## config.mk

```make
export PLATFORM = sky130hd
export DESIGN_NAME = ldst_agu
export DESIGN_NICKNAME = d
export VERILOG_FILES = /design/src/rtl/ldst_agu_pkg.sv /design/src/rtl/ldst_agu_ea.sv /design/src/rtl/ldst_agu_datapath.sv /design/src/rtl/ldst_agu_fsm.sv /design/src/rtl/ldst_agu.sv
export SDC_FILE = /design/constraint.sdc
export NUM_CORES = 1
export LEC_CHECK = 0
export BUFFER_PORTS_ARGS = -buffer_cell sky130_fd_sc_hd__buf_2
export CAP_MARGIN = 20
export CORE_ASPECT_RATIO = 1.75
export CORE_MARGIN = 2
export CORE_UTILIZATION = 52
export DETAILED_ROUTE_END_ITERATION = 7
export PLACE_DENSITY = 0.85
export SLEW_MARGIN = 5
export SYNTH_ARGS = -nofsm -noshare
export SYNTH_HDL_FRONTEND = slang
export SYNTH_SLANG_ARGS = --single-unit
```

## constraint.sdc

```tcl
create_clock -name clk -period 2.28 [get_ports clk]
set_input_delay 0.456 -clock clk [delete_from_list [all_inputs] [get_ports clk]]
set_output_delay 0.456 -clock clk [all_outputs]
set_load 0.05 [all_outputs]
```

## src/rtl/ldst_agu_pkg.sv

```systemverilog
package ldst_agu_pkg;
    typedef enum logic [1:0] {
        AM_IMM  = 2'd0,
        AM_ABS  = 2'd1,
        AM_IND  = 2'd2,
        AM_DISP = 2'd3
    } amode_e;

    typedef enum logic [2:0] {
        ST_IDLE,
        ST_SETUP,
        ST_READ,
        ST_WBACK,
        ST_WRITE
    } state_e;

    localparam int MODE_W = 3;
endpackage

```

## src/rtl/ldst_agu_ea.sv

```systemverilog
module ldst_agu_ea
    import ldst_agu_pkg::*;
#(
    parameter int ADDR_W = 16,
    parameter int OPND_W = 16
) (
    input  amode_e            am,
    input  logic [OPND_W-1:0] opnd,
    input  logic [ADDR_W-1:0] base,
    output logic [ADDR_W-1:0] ea
);
    logic [ADDR_W-1:0] disp_ext;

    // sign-extend (or trim) the displacement to address width
    assign disp_ext = ADDR_W'($signed(opnd));

    always_comb begin
        unique case (am)
            AM_ABS:  ea = ADDR_W'(opnd);
            AM_IND:  ea = base;
            AM_DISP: ea = base + disp_ext;
            default: ea = '0;
        endcase
    end
endmodule

```

## src/rtl/ldst_agu_datapath.sv

```systemverilog
module ldst_agu_datapath
    import ldst_agu_pkg::*;
#(
    parameter int ADDR_W = 16,
    parameter int DATA_W = 32,
    parameter int OPND_W = 16,
    parameter int DST_W  = 4
) (
    input  logic              clk,
    input  logic              rst_n,
    input  logic              accept,
    input  logic              setup,
    input  logic              capture,
    input  logic [MODE_W-1:0] req_mode,
    input  logic [OPND_W-1:0] req_operand,
    input  logic [ADDR_W-1:0] req_base,
    input  logic [DATA_W-1:0] req_src,
    input  logic [DST_W-1:0]  req_dst,
    input  logic [DATA_W-1:0] mem_rdata,
    input  logic [ADDR_W-1:0] ea,
    output amode_e            lat_am,
    output logic              lat_store,
    output logic [OPND_W-1:0] lat_opnd,
    output logic [ADDR_W-1:0] lat_base,
    output logic [DST_W-1:0]  lat_dst,
    output logic [ADDR_W-1:0] mar,
    output logic [DATA_W-1:0] mdr,
    output logic [DATA_W-1:0] result
);
    logic [DATA_W-1:0] lat_src;

    // request latch
    always_ff @(posedge clk) begin
        if (!rst_n) begin
            lat_am    <= AM_IMM;
            lat_store <= 1'b0;
            lat_opnd  <= '0;
            lat_base  <= '0;
            lat_src   <= '0;
            lat_dst   <= '0;
        end else if (accept) begin
            lat_am    <= amode_e'(req_mode[1:0]);
            lat_store <= req_mode[2];
            lat_opnd  <= req_operand;
            lat_base  <= req_base;
            lat_src   <= req_src;
            lat_dst   <= req_dst;
        end
    end

    // address and data registers
    always_ff @(posedge clk) begin
        if (!rst_n) begin
            mar <= '0;
            mdr <= '0;
        end else if (setup) begin
            mar <= ea;
            mdr <= lat_src;
        end
    end

    // write-back value: immediate at acceptance, memory word on acknowledge
    always_ff @(posedge clk) begin
        if (!rst_n) begin
            result <= '0;
        end else if (accept) begin
            result <= DATA_W'($signed(req_operand));
        end else if (capture) begin
            result <= mem_rdata;
        end
    end
endmodule

```

## src/rtl/ldst_agu_fsm.sv

```systemverilog
module ldst_agu_fsm
    import ldst_agu_pkg::*;
(
    input  logic              clk,
    input  logic              rst_n,
    input  logic              req_valid,
    input  logic [MODE_W-1:0] req_mode,
    input  logic              lat_store,
    input  logic              mem_ack,
    output logic              accept,
    output logic              setup,
    output logic              capture,
    output logic              busy,
    output logic              done,
    output logic              mem_rd,
    output logic              mem_wr,
    output logic              wb_en
);
    state_e state_q, state_d;
    logic   mode_ok;

    // store with immediate addressing does not exist
    assign mode_ok = !(req_mode[2] && (req_mode[1:0] == AM_IMM));
    assign accept  = (state_q == ST_IDLE) && req_valid && mode_ok;

    always_ff @(posedge clk) begin
        if (!rst_n) state_q <= ST_IDLE;
        else        state_q <= state_d;
    end

    always_comb begin
        state_d = state_q;
        unique case (state_q)
            ST_IDLE:
                if (accept)
                    state_d = (req_mode[1:0] == AM_IMM) ? ST_WBACK : ST_SETUP;
            ST_SETUP: state_d = lat_store ? ST_WRITE : ST_READ;
            ST_READ:  if (mem_ack) state_d = ST_WBACK;
            ST_WBACK: state_d = ST_IDLE;
            ST_WRITE: state_d = ST_IDLE;
            default:  state_d = ST_IDLE;
        endcase
    end

    always_comb begin
        busy    = 1'b1;
        setup   = 1'b0;
        capture = 1'b0;
        done    = 1'b0;
        mem_rd  = 1'b0;
        mem_wr  = 1'b0;
        wb_en   = 1'b0;
        unique case (state_q)
            ST_IDLE:  busy = 1'b0;
            ST_SETUP: setup = 1'b1;
            ST_READ: begin
                mem_rd  = 1'b1;
                capture = mem_ack;
            end
            ST_WBACK: begin
                wb_en = 1'b1;
                done  = 1'b1;
            end
            ST_WRITE: begin
                mem_wr = 1'b1;
                done   = 1'b1;
            end
            default:  busy = 1'b0;
        endcase
    end
endmodule

```

## src/rtl/ldst_agu.sv

```systemverilog
module ldst_agu
    import ldst_agu_pkg::*;
#(
    parameter int ADDR_W = 16,
    parameter int DATA_W = 32,
    parameter int OPND_W = 16,
    parameter int DST_W  = 4
) (
    input  logic              clk,
    input  logic              rst_n,
    input  logic              req_valid,
    input  logic [MODE_W-1:0] req_mode,
    input  logic [OPND_W-1:0] req_operand,
    input  logic [ADDR_W-1:0] req_base,
    input  logic [DATA_W-1:0] req_src,
    input  logic [DST_W-1:0]  req_dst,
    output logic              busy,
    output logic              done,
    output logic [ADDR_W-1:0] mem_addr,
    output logic [DATA_W-1:0] mem_wdata,
    output logic              mem_rd,
    output logic              mem_wr,
    input  logic              mem_ack,
    input  logic [DATA_W-1:0] mem_rdata,
    output logic              wb_en,
    output logic [DST_W-1:0]  wb_dst,
    output logic [DATA_W-1:0] wb_data
);
    logic              accept, setup, capture, lat_store;
    amode_e            lat_am;
    logic [OPND_W-1:0] lat_opnd;
    logic [ADDR_W-1:0] lat_base, ea;

    ldst_agu_fsm u_fsm (
        .clk       (clk),
        .rst_n     (rst_n),
        .req_valid (req_valid),
        .req_mode  (req_mode),
        .lat_store (lat_store),
        .mem_ack   (mem_ack),
        .accept    (accept),
        .setup     (setup),
        .capture   (capture),
        .busy      (busy),
        .done      (done),
        .mem_rd    (mem_rd),
        .mem_wr    (mem_wr),
        .wb_en     (wb_en)
    );

    ldst_agu_ea #(.ADDR_W(ADDR_W), .OPND_W(OPND_W)) u_ea (
        .am   (lat_am),
        .opnd (lat_opnd),
        .base (lat_base),
        .ea   (ea)
    );

    ldst_agu_datapath #(
        .ADDR_W(ADDR_W), .DATA_W(DATA_W), .OPND_W(OPND_W), .DST_W(DST_W)
    ) u_dp (
        .clk         (clk),
        .rst_n       (rst_n),
        .accept      (accept),
        .setup       (setup),
        .capture     (capture),
        .req_mode    (req_mode),
        .req_operand (req_operand),
        .req_base    (req_base),
        .req_src     (req_src),
        .req_dst     (req_dst),
        .mem_rdata   (mem_rdata),
        .ea          (ea),
        .lat_am      (lat_am),
        .lat_store   (lat_store),
        .lat_opnd    (lat_opnd),
        .lat_base    (lat_base),
        .lat_dst     (wb_dst),
        .mar         (mem_addr),
        .mdr         (mem_wdata),
        .result      (wb_data)
    );
endmodule

```

== After elaboration in Yosys (flattened, before gate mapping) ==
Index checks and enable logic that the tools add are counted.

* Eq/ne operators: 9
* Reductions and logical operators: 10
* Multiplexer cells: 15
* Add/subtract/negate cells: 1

{| class="wikitable"
|+ Operator list
! kind !! number
|-
| two-way mux 32 bit || 2
|-
| case mux 16 bit (3 select lines) || 1
|-
| adder 16 bit || 1
|-
| two-way mux 3 bit || 3
|-
| case mux 3 bit (3 select lines) || 1
|-
| two-way mux 1 bit || 7
|-
| equality test 3 x 2 -> 1 bit, second input constant || 2
|-
| equality test 2 bit, second input constant || 2
|-
| inequality test 2 bit, second input constant || 2
|-
| OR reduction 4 bit || 1
|-
| equality test 3 x 1 -> 1 bit, second input constant || 1
|-
| equality test 3 bit, second input constant || 1
|-
| logical AND 1 bit || 3
|-
| logical NOT 3 bit || 1
|-
| equality test 2 x 1 -> 1 bit, second input constant || 1
|-
| logical NOT 2 bit || 1
|-
| two-way mux 2 bit || 1
|-
| AND reduction 2 bit || 1
|-
| nonzero test 2 bit || 1
|-
| OR reduction 2 bit || 1
|-
| logical NOT 1 bit || 1
|}

* Output and inout bits: 89
* Register bits: 154
* Bits of input ports: 107
* Word-level logic and storage cells: 45

== Logic depth before layout (Yosys ltp) ==
Gate-level depths: netlist of the first run.

* Depth in word-level cells: 6
* Depth in mapped cells: 9
* Gate-level depth less buffers: 9

== Hierarchy ==
Synthesis of the first run repeated with hierarchy kept, for this count alone.

* Cell total of the unflattened synthesis: 677
* Area total of the unflattened synthesis: 6930.4 um^2

{| class="wikitable"
|+ Modules (own cells, without submodules)
! module !! sequential area each (um^2) !! instances !! area an instance (um^2) !! cells each
|-
| ldst_agu_datapath || 3022.9 || 1 || 5684.2 || 512
|-
| ldst_agu_ea || 0.0 || 1 || 1042.2 || 139
|-
| ldst_agu_fsm || 60.1 || 1 || 203.9 || 26
|}

== Worst setup path before layout of the first run ==
Ideal clock, no wire load.

* Kind: register -> register
* From: reg u_dp.lat_opnd[0]
* To: reg u_dp.mar[12]
* Stages on the path, launching flop included: 10
* Arrival time: 1850 ps
* Period minus slack after synthesis: 1936 ps
* Slack: 344 ps
* Setup time: 86 ps
* Cells stage by stage: dfxtp_1 -> ha_1 -> inv_1 -> fa_1 -> nor2b_1 -> o2111ai_1 -> a21oi_2 -> o21ai_1 -> mux2i_1 -> a211oi_1

* Cells in the longest elaborated chain, start to end: 2

{| class="wikitable"
|+ RTL lines
! element !! line !! RTL
|-
| start, declared || ldst_agu_datapath.sv:23 || <nowiki>output logic [OPND_W-1:0] lat_opnd,</nowiki>
|-
| start signal, assigned || ldst_agu_datapath.sv:44 || <nowiki>lat_opnd <= req_operand;</nowiki>
|-
| adder 16 bit || ldst_agu_ea.sv:21 || <nowiki>AM_DISP: ea = base + disp_ext;</nowiki>
|-
| case mux 16 bit (3 select lines) || ldst_agu_ea.sv:18 || <nowiki>unique case (am)</nowiki>
|-
| end signal, assigned || ldst_agu_datapath.sv:54 || <nowiki>mar <= '0;</nowiki>
|-
| end signal, assigned || ldst_agu_datapath.sv:57 || <nowiki>mar <= ea;</nowiki>
|-
| end, declared || ldst_agu_datapath.sv:26 || <nowiki>output logic [ADDR_W-1:0] mar,</nowiki>
|}

No other way between the ends.
A chain may end at the register's enable or synchronous reset.

== Final worst setup path of the first run ==
* From: reg u_fsm.state_q[2]
* To: out done

* Cells in the longest elaborated chain, start to end: 3
* Elaborated cells on any way between the ends: 4
* Those cells by class: eq/ne: 2; mux: 1; reduce/logical: 1

{| class="wikitable"
|+ RTL lines
! element !! line !! RTL
|-
| start, declared || ldst_agu_fsm.sv:19 || <nowiki>state_e state_q, state_d;</nowiki>
|-
| start signal, assigned || ldst_agu_fsm.sv:28 || <nowiki>else state_q <= state_d;</nowiki>
|-
| equality test 3 bit or equality test 3 x 2 -> 1 bit (tied branches) || ldst_agu_fsm.sv:53 || <nowiki>unique case (state_q)</nowiki>
|-
| OR reduction 2 bit (no source line) * || -- ||
|-
| two-way mux 1 bit * || ldst_agu_fsm.sv:53 ||
|-
| end, declared || ldst_agu.sv:18 || <nowiki>output logic done,</nowiki>
|}

Every way passes the cells marked *; elsewhere a longest branch is shown, timed or not.

==> results.md, run 1 <==
- The setup path with the least slack is of type reg -> out.
- Power spread over the standard cell area amounts to 833 nW/um^2.
- After detailed routing, the number of vias per cell comes to 5.45.
- The number of enable-type register cells in the synthesized netlist is 0.
- By area the synthesized netlist is led by sky130_fd_sc_hd__dfxtp_1 (45%), sky130_fd_sc_hd__nand2_1 (14%), sky130_fd_sc_hd__a21boi_0 (11%).
- The tightest min-delay check is of the in -> reg type.
- The instance count of the mapped netlist is 820.
- The library cell with the highest instance count after synthesis is sky130_fd_sc_hd__nand2_1.
- Averaged over all synthesized cells, the footprint is 8.41 sq um.
- The xor and xnor area share after synthesis is 0.0165.
- The share of synthesized registers carrying an async set or reset is 0.
- The final layout net count is 1,117.
- For this configuration, the core starts out at a cell density of 0.533.
- The final number of setup-violating endpoints is 0.
- The remaining global-route overflow is 0.
- The number of global-route vias before repair is 6,194.
- The initial antenna violation count was 0.
- The synthesized flop and latch total is 154.
- The post-detailed-routing wire length is 17,600 um.
- The highest-delay cell along the critical path is sky130_fd_sc_hd__dfxtp_1.
- The mean routed wirelength per cell is 15.0 um.
- Of the available clock period, the critical path in the final layout requires 0.951.
- For this block, the via count after detailed routing is 6,419.
- The unique cell type count in the Yosys netlist is 54.
- Once detailed placement completed, the half-perimeter wirelength came to 12,500 um.
- The number of top-level design ports is 196.
- The count of synthesis-stage warnings from yosys is 0.
- In this run the critical register-to-register path is captured at u_dp.mar[14].
- The maximum fanout along the worst path is 9.
- The floorplan step defined a die boundary enclosing 14,200 sq um.
- The netlist area before placement is 6900 sq um.
- Of the total synthesized cell area, the portion taken by full adders, half adders and majority gates is 0.0301.
- TritonCTS built the clock tree.
- Summed over all instances, the cell type with the most area after synthesis is sky130_fd_sc_hd__dfxtp_1.
- The signal on the critical path passes through and3b_1 > or2_2 > buf_2.
- Clock tree synthesis inserted a total of 17 buffers.
- The source of the worst hold timing path is req_src[0].
- Between clock sinks in the finished design, the worst skew comes to 0.00846 ns.
- The worst hold path was traced through 3 stages.
- For this run, the total global-route usage over all layers was measured as 0.249.
- The tree is rooted in a sky130_fd_sc_hd__clkbuf_16.
- For this design the static power due to leakage is 3.64 nW.
- The congestion estimate from routability-driven global placement came to 0.944.
- The dominant combinational cell family by area after synthesis is compound AO/OA/AOI/OAI gates.
- Measured along the y axis, the die boundary spans 156 um.
- The detailed router's first-iteration violation count is 266.
- The share of synthesized area in the top cell type comes to 0.447.
- The count of endpoints failing hold in the final timing report was 0.
- The share of synthesized cell area in and, or, nand and nor gates is 0.198.
- The time the worst path needs with I/O delays and setup is 2.17 ns.
- The worst setup path is launched from a register.
- The pin count of the biggest net entering global routing is 57.
- The peak clock frequency supported by timing is 461 MHz.
- The buffer depth of the longest clock path is 2.
- The peak supply drop is 0.570 mV.
- The first-pass GRT wire length is 28,800 um.
- The commonest cells after synthesis are sky130_fd_sc_hd__nand2_1 (259), sky130_fd_sc_hd__dfxtp_1 (154), sky130_fd_sc_hd__a21boi_0 (97).
- The register-to-register setup slack is 0.12 ns.
- Buffers added to address setup during post-CTS repair amount to 0.
- The post-detailed-route count of antenna-violating nets is 0.
- Buffers placed on the I/O ports in this run total 195.
- Data on the critical path arrives at its endpoint at 1.71 ns.
- The DRC violation count after routing is 0.
- The clock latency reported for the late side of the worst-skew pair is 0.42 ns.
- Setup repair after global routing left no endpoint under its margin.
- Clock tree synthesis found a total of 154 sinks.
- The first TritonRoute pass finished after 4 iterations.
- The leading register cell type out of synthesis is sky130_fd_sc_hd__dfxtp_1.
- The sequential cell area fraction in the yosys report is 0.447.
- Measured against the total synthesized area, the mux share comes to 0.0265.
- Across all hold checks on the routed design, the worst slack comes to 0.274 ns.
- The pin slew with the least headroom to its limit is 0.737 ns.
- The delay of the slowest cell on the worst path is 0.56 ns.
- The path with the worst hold slack has its endpoint at u_dp.lat_src[0].
- The fraction of the mapped netlist area in compound gates is 0.231.
- STA puts the critical path data required time at 1.82 ns.
- The startpoint of the most critical register-to-register path is u_dp.lat_opnd[0].
- The setup total negative slack is 0 ns.
- The max-capacitance violation count is 0.
- The depth of the CTS H-tree is 4.
- The growth of design area from synthesis to finish is 23.8%.
- After clock tree synthesis, the clock-pin slew on the worst setup and hold paths is 0.06 ns.
- STA classifies the critical path endpoint as a primary output.
- 0 antenna diodes ended up in the layout.
- The number of nets handed over by synthesis was 943.
- The core region area is 12,900 sq um.
- The row count is 55.
- The flow ran to the end, and the final reports show no timing, DRC or antenna violations.
- The path depth of the worst reg2reg path is 9.
- The number of slew-limit violations in the final report is 0.
- The share of post-route cells with drive strength above 1 is 0.258.
- The die width is 91.0 um.
- In this run the tightest slew margin relative to its limit is 0.509.
[sequential cells by signal (all words and copies together), names as in the netlist]
register,cells
u_dp.lat_store,1
u_dp.mdr,32
u_dp.lat_am,2
u_dp.lat_base,16
u_dp.mar,16
u_dp.lat_dst,4
u_dp.lat_opnd,16
u_fsm.state_q,3
u_dp.lat_src,32
u_dp.result,32
[layer usage]
layer  vias up  global-route usage  wire, um  share of wire
li1       3141                   -         -              -
met1      2999               0.272      6760           0.38
met2       228               0.447      9280           0.53
met3        51              0.0501       901          0.051
met4         0               0.134       679          0.039
met5         -                   0         0              0
[how the worst max path moves through the flow]
stage | to | slack, ns | cells after the start | from
floorplan | u_dp.mar[12] | 0.34 | 9 | u_dp.lat_opnd[0]
global placement | u_dp.mar[12] | 0.12 | 9 | u_dp.lat_opnd[0]
detailed placement | u_dp.mar[12] | 0.04 | 9 | u_dp.lat_opnd[0]
CTS | u_dp.mar[12] | 0.008 | 9 | u_dp.lat_opnd[0]
global route | u_dp.mar[14] | 0.01 | 9 | u_dp.lat_base[0]
finish | done | 0.11 | 3 | u_fsm.state_q[2]
[logic make-up (layout without fill, tap and decap cells)]
family          Yosys count  count (layout)
compound gates          231             231
xor+xnor                 13              13
fa+ha+maj                16              16
buf+inv                  65             252
flops                   154             154
mux                      18              18
simple gates            323             323
[through the flow]
stage / instances / setup WS (ns) / util / power [mW] / area, sq um
floorplan: 820 / 0.344 / - / 4.12 / 6900
global placement: 1146 / 0.121 / 0.616 / 4.50 / 7970
detailed placement: 1146 / 0.0362 / 0.616 / 4.53 / 7970
CTS: 1178 / 0.00762 / 0.659 / 7.16 / 8520
global route: 1178 / 0.0137 / 0.660 / 7.43 / 8540
finish: 1178 / 0.112 / 0.660 / 7.12 / 8540
[cell type report]
type	count	area, sq um
Tap cell	171	214
Sequential cell	154	3080
Inverter	6	22.5
Timing Repair Buffer	214	1180
Multi-Input combinational cell	601	3480
Fill cell	1118	4400
Clock inverter	14	114
Clock buffer	18	439
[report_power, final]
group	internal, mW	switching (mW)
registers	2.89	0.132
clock network	1.44	1.19
logic	0.468	0.988
[placed cells by master, fill, tap and decap left out, drive strengths merged, types with 2 or more instances in the layout]
cell type,synthesis,final
and2,22,22
nand2,259,259
clkinvlp,0,4
a21boi,111,111
xor2,6,6
a221oi,7,7
a21oi,24,24
a31oi,22,22
nor2,13,13
a211oi,4,4
o2111ai,3,3
or2,2,2
mux2,2,2
and3,2,2
nor3,2,2
a221o,3,3
xnor2,7,7
a21o,3,3
clkinv,0,5
buf,35,214
o211ai,10,10
dfxtp,154,154
clkbuf,24,18
ha,15,15
nor3b,5,5
inv,6,11
nor2b,3,3
a22oi,2,2
o21ai,36,36
nand3,7,7
nand2b,2,2
and3b,2,2
mux2i,16,16
[worst max-delay path: cells and delay by family (launching register included)]
kind / cells / cell delay [ns]
flops: 1 / 0.56
buf+inv: 1 / 0.21
simple gates: 2 / 0.52
[repair_timing]
| action | 4_1_cts | 5_1_grt |
|---|---|---|
| hold buffers | 0 | 0 |
| endpoints found under the setup margin | 0 | 3 |
| gates resized for setup | 0 | 5 |
No activity file was read; power rests on OpenSTA's default activity.
==> inputs of run 2 (changes only) <==
Settings changed: CTS_CLUSTER_DIAMETER set to 200, GPL_ROUTABILITY_DRIVEN set to 0, PLACE_DENSITY 0.85 to unset, PLACE_DENSITY_LB_ADDON set to 0.05.
==> run 2 against run 1 <==
Compared with the run above:
- critical path depth did not move
- sequential power barely moved
- register-to-register slack improved by 0.03 ns
- first-iteration DRC count rose by 4.9%
- die area did not move
- core utilization rose by 0.24 points
- clock power rose by 3%
- fmax barely moved
- critical path type unchanged
- largest cell class unchanged
==> results.md, run 2 (synthesis gave the netlist of run 1 again) <==
- The most common cell after layout, fill and taps aside was sky130_fd_sc_hd__nand2_1 (unchanged).
- The post-detailed-route via-to-cell ratio is 5.42 (was 5.45).
- The required time at the worst-slack endpoint was 1.82 ns (about the same).
- The detailed router's first-iteration violation count is 279 (was 266).
- The met3 track utilization from global routing is 0.0438 (was 0.0501).
- The ratio of final minimum period to clock period was 0.951 (about the same).
- The pin count of the biggest net entering global routing was 57 (unchanged).
- The initial antenna violation count is 1 (was 0).
- The via count is 6,408 (was 6,419).
- The setup total negative slack was 0 ns (unchanged).
- The CTS tree is done (unchanged).
- The depth of the CTS H-tree is 4 (unchanged).
- Setup repair after global routing missed its margin: no (unchanged).
- The die width was 91.0 um (unchanged).
- The iteration count of the initial detailed-routing pass is 5 (was 4).
- The type of the worst setup path is reg -> out (unchanged).
- Largest regs: u_dp.lat_src: 32 flops, u_dp.mdr: 32 flops, u_dp.result: 32 flops (unchanged).
- The root cell of the clock tree was sky130_fd_sc_hd__clkbuf_16 (unchanged).
- The clock latency reported for the late side of the worst-skew pair was 0.41 ns (was 0.42 ns).
- The final layout net count is 1,120 (was 1,117).
- The DRC violation count after routing is 0 (unchanged).
- The max-slew headroom at the worst pin came to 0.515 (was 0.509).
- The path depth of the worst reg2reg path came to 9 (unchanged).
- The final worst hold slack came to 0.277 ns (was 0.274 ns).
- The growth of design area from synthesis to finish is 24.3% (was 23.8%).
- The worst min-delay path class is in -> reg (unchanged).
- The static leakage is 3.66 nW (was 3.64 nW).
- The remaining global-route overflow is 0 (unchanged).
- The post-detailed-route count of antenna-violating nets is 0 (unchanged).
- The overall die height is 156 um (unchanged).
- The smallest setup slack after layout is 0.111 ns (was 0.112 ns).
- Status: finished, final reports clean (unchanged).
- The capture point of the worst reg-to-reg path is u_dp.mar[14] (unchanged).
- The power density over cell area was 842 nW/um^2 (was 833 nW/um^2).
- The starting utilization of the core area came to 0.533 (unchanged).
- The maximum fanout along the worst path is 9 (unchanged).
- The number of top-level design ports was 196 (unchanged).
- The time the worst path needs with I/O delays and setup is 2.17 ns (about the same).
- The pin slew with the least headroom to its limit is 0.728 ns (was 0.737 ns).
- The startpoint of the most critical register-to-register path is u_dp.lat_base[0] (was u_dp.lat_opnd[0]).
- The number of buffers inserted by hold repair at cts is 0 (unchanged).
- The register-to-register setup slack came to 0.15 ns (was 0.12 ns).
- The worst setup slack after placement is 0.0166 ns (was 0.0362 ns).
- The met1 global-route usage was 0.275 (was 0.272).
- The core region area came to 12,900 sq um (unchanged).
- The peak clock frequency supported by timing is 461 MHz (about the same).
- The setup skew after layout came to 0.00811 ns (was 0.00846 ns).
- Commonest cells after routing, fill and taps aside: sky130_fd_sc_hd__nand2_1 (259), sky130_fd_sc_hd__buf_2 (194), sky130_fd_sc_hd__dfxtp_1 (152) (was sky130_fd_sc_hd__nand2_1 (259), sky130_fd_sc_hd__buf_2 (194), sky130_fd_sc_hd__dfxtp_1 (154)).
- The endpoint of the worst hold-timing path is u_dp.lat_src[0] (unchanged).
- The first-pass GRT wire length came to 29,500 um (was 28,800 um).
- The depth of the worst hold-timing path is 3 (unchanged).
- The source of the worst hold timing path is req_src[0] (unchanged).
- The mean routed wirelength per cell came to 15.8 um (was 15.0 um).
- The row count was 55 (unchanged).
- The post-CTS setup-driven buffer insertion count is 0 (unchanged).
- The number of global-route vias before repair was 6,289 (was 6,194).
- The clock slew seen by the registers of the worst setup and hold paths is 0.06 ns (about the same).
- The count of endpoints failing hold in the final timing report is 0 (unchanged).
- The filler cell count in the final layout is 1,204 (was 1,118).
- The final number of setup-violating endpoints is 0 (unchanged).
- The critical path endpoint category was a primary output (unchanged).
- The number of buffers created by CTS is 17 (unchanged).
- The half-perimeter wire length after placement is 13,400 um (was 12,500 um).
- The count of clock tree sinks is 154 (unchanged).
- The cell area after layout is 8570 sq um (was 8540 sq um).
- The type of origin of the critical path is a register (unchanged).
- The global routing usage on met2 came to 0.467 (was 0.447).
- The number of slew-limit violations in the final report is 0 (unchanged).
- The signal arrival time at the worst endpoint came to 1.71 ns (about the same).
- The overall die area came to 14,200 sq um (unchanged).
- The post-detailed-routing wire length is 18,600 um (was 17,600 um).
- The cell area after placement is 7970 sq um (about the same).
- The max-capacitance violation count is 0 (unchanged).
- The peak supply drop came to 0.523 mV (was 0.570 mV).
- The buffer depth of the longest clock path is 2 (unchanged).
- The global routing usage summed across all routing layers is 0.257 (was 0.249).
- The share of post-route cells with drive strength above 1 is 0.263 (was 0.258).
- The highest-utilization routing layer at the global route stage was met2 (unchanged).
- The final total power was 7.22 mW (was 7.12 mW).
- The number of buffers inserted by port buffering was 195 (unchanged).
## run 2: cell count changes in the layout (fill, tap and decap cells not counted), sizes merged
cell      before  now
clkinv         5    4
bufinv         0    1
diode          0    1
inv           11   12
clkinvlp       4    3
buf          214  217
## run 2: repair_timing
action,CTS,global route
endpoints found under the setup margin,0,10
gates resized for setup,0,8
hold endpoints to repair,0,0
## run 2: worst max-delay path by stage
stage / cells past startpoint / startpoint / end / slack, ns
detailed placement: 7 / req_mode[1] / u_dp.lat_dst[0] / 0.02
global placement: 7 / req_mode[1] / u_dp.lat_base[11] / 0.11
global route: 4 / u_fsm.state_q[2] / u_dp.lat_dst[2] / 0.009
CTS: 5 / u_fsm.state_q[0] / done / 0.02
finish: 3 / u_fsm.state_q[2] / done / 0.11
floorplan: 9 / u_dp.lat_opnd[0] / u_dp.mar[12] / 0.34
## run 2: stage by stage
step | utilization | std cells
after floorplan | - | 820
after global placement | 0.616 | 1149
after detailed placement | 0.616 | 1149
after CTS | 0.660 | 1181
after global routing | 0.662 | 1182
final | 0.662 | 1182
## run 2: report_power, final
group	switching, mW	internal (mW)	total (mW)	leakage (nW)
Combinational	0.994	0.465	1.46	2.12
Clock	1.17	1.56	2.73	0.276
Sequential	0.137	2.90	3.03	1.26
Total	2.30	4.92	7.22	3.66
## run 2: worst max-delay path, cell delays in order, from the launching register on
cell                      delay (ns)
sky130_fd_sc_hd__dfxtp_1        0.56
sky130_fd_sc_hd__and3b_1        0.25
sky130_fd_sc_hd__or2_2          0.28
sky130_fd_sc_hd__buf_2          0.21
## run 2: layout make-up
cell class / instances / area [sq um] / share of cell area
tap: 171 / 214 / 0.0250
inverter: 6 / 22.5 / 0.00263
clock inverter: 14 / 135 / 0.0158
multi-input combinational: 601 / 3490 / 0.407
timing repair buffer: 217 / 1180 / 0.138
antenna: 1 / 2.50 / 0.000292
clock buffer: 18 / 439 / 0.0512
sequential: 154 / 3090 / 0.360
## run 2: metal layers
metal | part of all wire | routed length [um]
met5 | 0 | 0
met4 | 0.047 | 874
met3 | 0.053 | 990
met2 | 0.53 | 9830
met1 | 0.37 | 6940
==> inputs of run 3 (changes only) <==
Settings changed: CORE_UTILIZATION 52 to 56, RECOVER_POWER set to 25.
Clock period 2.28 ns to 2.76 ns, I/O delays scaled along.
==> run 3 against run 2 <==
Compared with the run above:
- power is 20% lower
- sequential power is 17% lower
- worst setup slack improved by 0.34 ns
- combinational power fell by 21%
- critical path depth up 6
- register-to-register slack better by 0.31 ns
- die area is 6.9% lower
- via count unchanged
- clock power decreased by 22%
- non-clock buffer count decreased by 6
- clock-buffer cell count unchanged
- critical endpoint is now u_dp.mar[14]
==> results.md, run 3 (synthesis gave the netlist of run 1 again) <==
- The cell area after placement is 7880 sq um (was 7970 sq um).
- The overall die area came to 13,300 sq um (was 14,200 sq um).
- The type of origin of the critical path is a register (unchanged).
- The pin count of the biggest net entering global routing is 58 (was 57).
- The number of top-level design ports is 196 (unchanged).
- The pin slew with the least headroom to its limit was 1.09 ns (was 0.728 ns).
- The DRC violation count after routing is 0 (unchanged).
- The type of the worst setup path was reg -> reg (was reg -> out).
- The row count is 53 (was 55).
- The share of post-route cells with drive strength above 1 came to 0.192 (was 0.263).
- The via count came to 6,408 (unchanged).
- The setup skew after layout was 0.0104 ns (was 0.00811 ns).
- The post-detailed-route count of antenna-violating nets was 0 (unchanged).
- The critical path endpoint category is a register (was primary output).
- The max-capacitance violation count is 0 (unchanged).
- Static timing analysis puts the maximum clock frequency at 434 MHz.
- The number of slew-limit violations in the final report is 0 (unchanged).
- The starting utilization of the core area is 0.574 (was 0.533).
- The clock slew seen by the registers of the worst setup and hold paths is 0.07 ns (was 0.06 ns).
- The detailed router's first-iteration violation count was 255 (was 279).
- The final number of setup-violating endpoints is 0 (unchanged).
- The smallest setup slack after layout is 0.456 ns (was 0.111 ns).
- The worst min-delay path class is in -> reg (unchanged).
- The post-CTS setup-driven buffer insertion count is 0 (unchanged).
- The static leakage is 3.35 nW (was 3.66 nW).
- The depth of the CTS H-tree is 4 (unchanged).
- Setup repair after global routing missed its margin: no (unchanged).
- The overall die height was 151 um (was 156 um).
- The post-detailed-routing wire length was 18,500 um (was 18,600 um).
- The clock latency reported for the late side of the worst-skew pair is 0.42 ns (was 0.41 ns).
- The number of buffers inserted by hold repair at cts is 0 (unchanged).
- The initial antenna violation count is 1 (unchanged).
- The most common cell after layout, fill and taps aside is sky130_fd_sc_hd__nand2_1 (unchanged).
- The setup total negative slack is 0 ns (unchanged).
- The die width came to 87.9 um (was 91.0 um).
- Largest regs: u_dp.lat_src: 32 flops, u_dp.mdr: 32 flops, u_dp.result: 32 flops (unchanged).
- The worst setup slack after placement is 0.381 ns (was 0.0166 ns).
- The highest-utilization routing layer at the global route stage is met2 (unchanged).
- The buffer depth of the longest clock path is 2 (unchanged).
- The number of buffers inserted by port buffering is 195 (unchanged).
- The max-slew headroom at the worst pin was 0.270 (was 0.515).
- The met3 track utilization from global routing came to 0.0550 (was 0.0438).
- The met1 global-route usage is 0.312 (was 0.275).
- The cell area after layout is 8340 sq um (was 8570 sq um).
- The signal arrival time at the worst endpoint was 2.60 ns (was 1.71 ns).
- The remaining global-route overflow was 0 (unchanged).
- The mean routed wirelength per cell is 15.8 um (about the same).
- The ratio of final minimum period to clock period is 0.835.
- The half-perimeter wire length after placement came to 13,400 um (about the same).
- The number of instances resized during post-cts repair is 0 (unchanged).
- The CTS tree is done (unchanged).
- The required time at the worst-slack endpoint came to 3.06 ns (was 1.82 ns).
- Counting I/O delays and the setup requirement, the final critical path takes 2.30 ns.
- The filler cell count in the final layout is 1,040 (was 1,204).
- The global routing usage summed across all routing layers is 0.284 (was 0.257).
- The core region area was 12,000 sq um (was 12,900 sq um).
- The maximum fanout along the worst path is 5 (was 9).
- Commonest cells after routing, fill and taps aside: sky130_fd_sc_hd__nand2_1 (259), sky130_fd_sc_hd__dfxtp_1 (154), sky130_fd_sc_hd__buf_2 (136) (was sky130_fd_sc_hd__nand2_1 (259), sky130_fd_sc_hd__buf_2 (194), sky130_fd_sc_hd__dfxtp_1 (152)).
- The growth of design area from synthesis to finish is 21.0% (was 24.3%).
- The first-pass GRT wire length came to 29,700 um (was 29,500 um).
- The count of endpoints failing hold in the final timing report came to 0 (unchanged).
- The root cell of the clock tree is sky130_fd_sc_hd__clkbuf_16 (unchanged).
- The peak supply drop is 0.458 mV (was 0.523 mV).
- Status: finished, final reports clean (unchanged).
- The global routing usage on met2 was 0.504 (was 0.467).
- The final layout net count came to 1,114 (was 1,120).
- The iteration count of the initial detailed-routing pass is 5 (unchanged).
- The number of global-route vias before repair was 6,417 (was 6,289).
- The number of buffers created by CTS is 17 (unchanged).
- The power density over cell area is 695 nW/um^2 (was 842 nW/um^2).
- The post-detailed-route via-to-cell ratio was 5.48 (was 5.42).
- The count of clock tree sinks is 154 (unchanged).
==> run 3: metrics by stage <==
step           hold WS (ns)  power (mW)  instances  utilization
3_3_place_gp          0.441        3.69       1137        0.656
5_1_grt               0.370        6.05       1170        0.695
2_1_floorplan         0.435        3.41        820            -
6_report              0.375        5.80       1170        0.695
4_1_cts               0.363        5.85       1169        0.701
3_5_place_dp          0.445        3.73       1137        0.656
==> run 3: routing by layer <==
| metal | routed length, um | part of all wire |
|---|---|---|
| met1 | 6890 | 0.37 |
| met2 | 9900 | 0.53 |
| met3 | 901 | 0.049 |
| met4 | 840 | 0.045 |
| met5 | 0 | 0 |
==> run 3: cell type report <==
| class | count | area, sq um | share of cell area |
|---|---|---|---|
| multi-input combinational | 601 | 3460 | 0.415 |
| sequential | 154 | 3080 | 0.370 |
| timing repair buffer | 211 | 1020 | 0.122 |
| clock buffer | 18 | 429 | 0.0515 |
| tap | 165 | 206 | 0.0248 |
| clock inverter | 14 | 113 | 0.0135 |
| inverter | 6 | 22.5 | 0.00270 |
| antenna | 1 | 2.50 | 0.000300 |
==> run 3: path summary, 6_finish.rpt <==
kind	end	slack, ns	depth (start not counted)	start
max reg2reg	u_dp.mar[14]	0.46	9	u_dp.lat_opnd[0]
min	u_dp.lat_src[12]	0.38	3	req_src[12]
min reg2reg	u_dp.lat_src[30]	0.45	2	u_dp.lat_src[30]
max	u_dp.mar[14]	0.46	9	u_dp.lat_opnd[0]
==> run 3: critical path, stage by stage, from the launching register on <==
cell,delay (ns)
sky130_fd_sc_hd__dfxtp_1,0.36
sky130_fd_sc_hd__ha_1,0.22
sky130_fd_sc_hd__inv_1,0.07
sky130_fd_sc_hd__fa_1,0.40
sky130_fd_sc_hd__nor2b_1,0.18
sky130_fd_sc_hd__o2111ai_1,0.18
sky130_fd_sc_hd__a21oi_2,0.30
sky130_fd_sc_hd__a41oi_1,0.19
sky130_fd_sc_hd__xor2_1,0.20
sky130_fd_sc_hd__o21ai_1,0.08
==> run 3: power breakdown <==
| part | switching (mW) | internal [mW] |
|---|---|---|
| Clock | 0.962 | 1.17 |
| Combinational | 0.814 | 0.346 |
| Sequential | 0.119 | 2.39 |
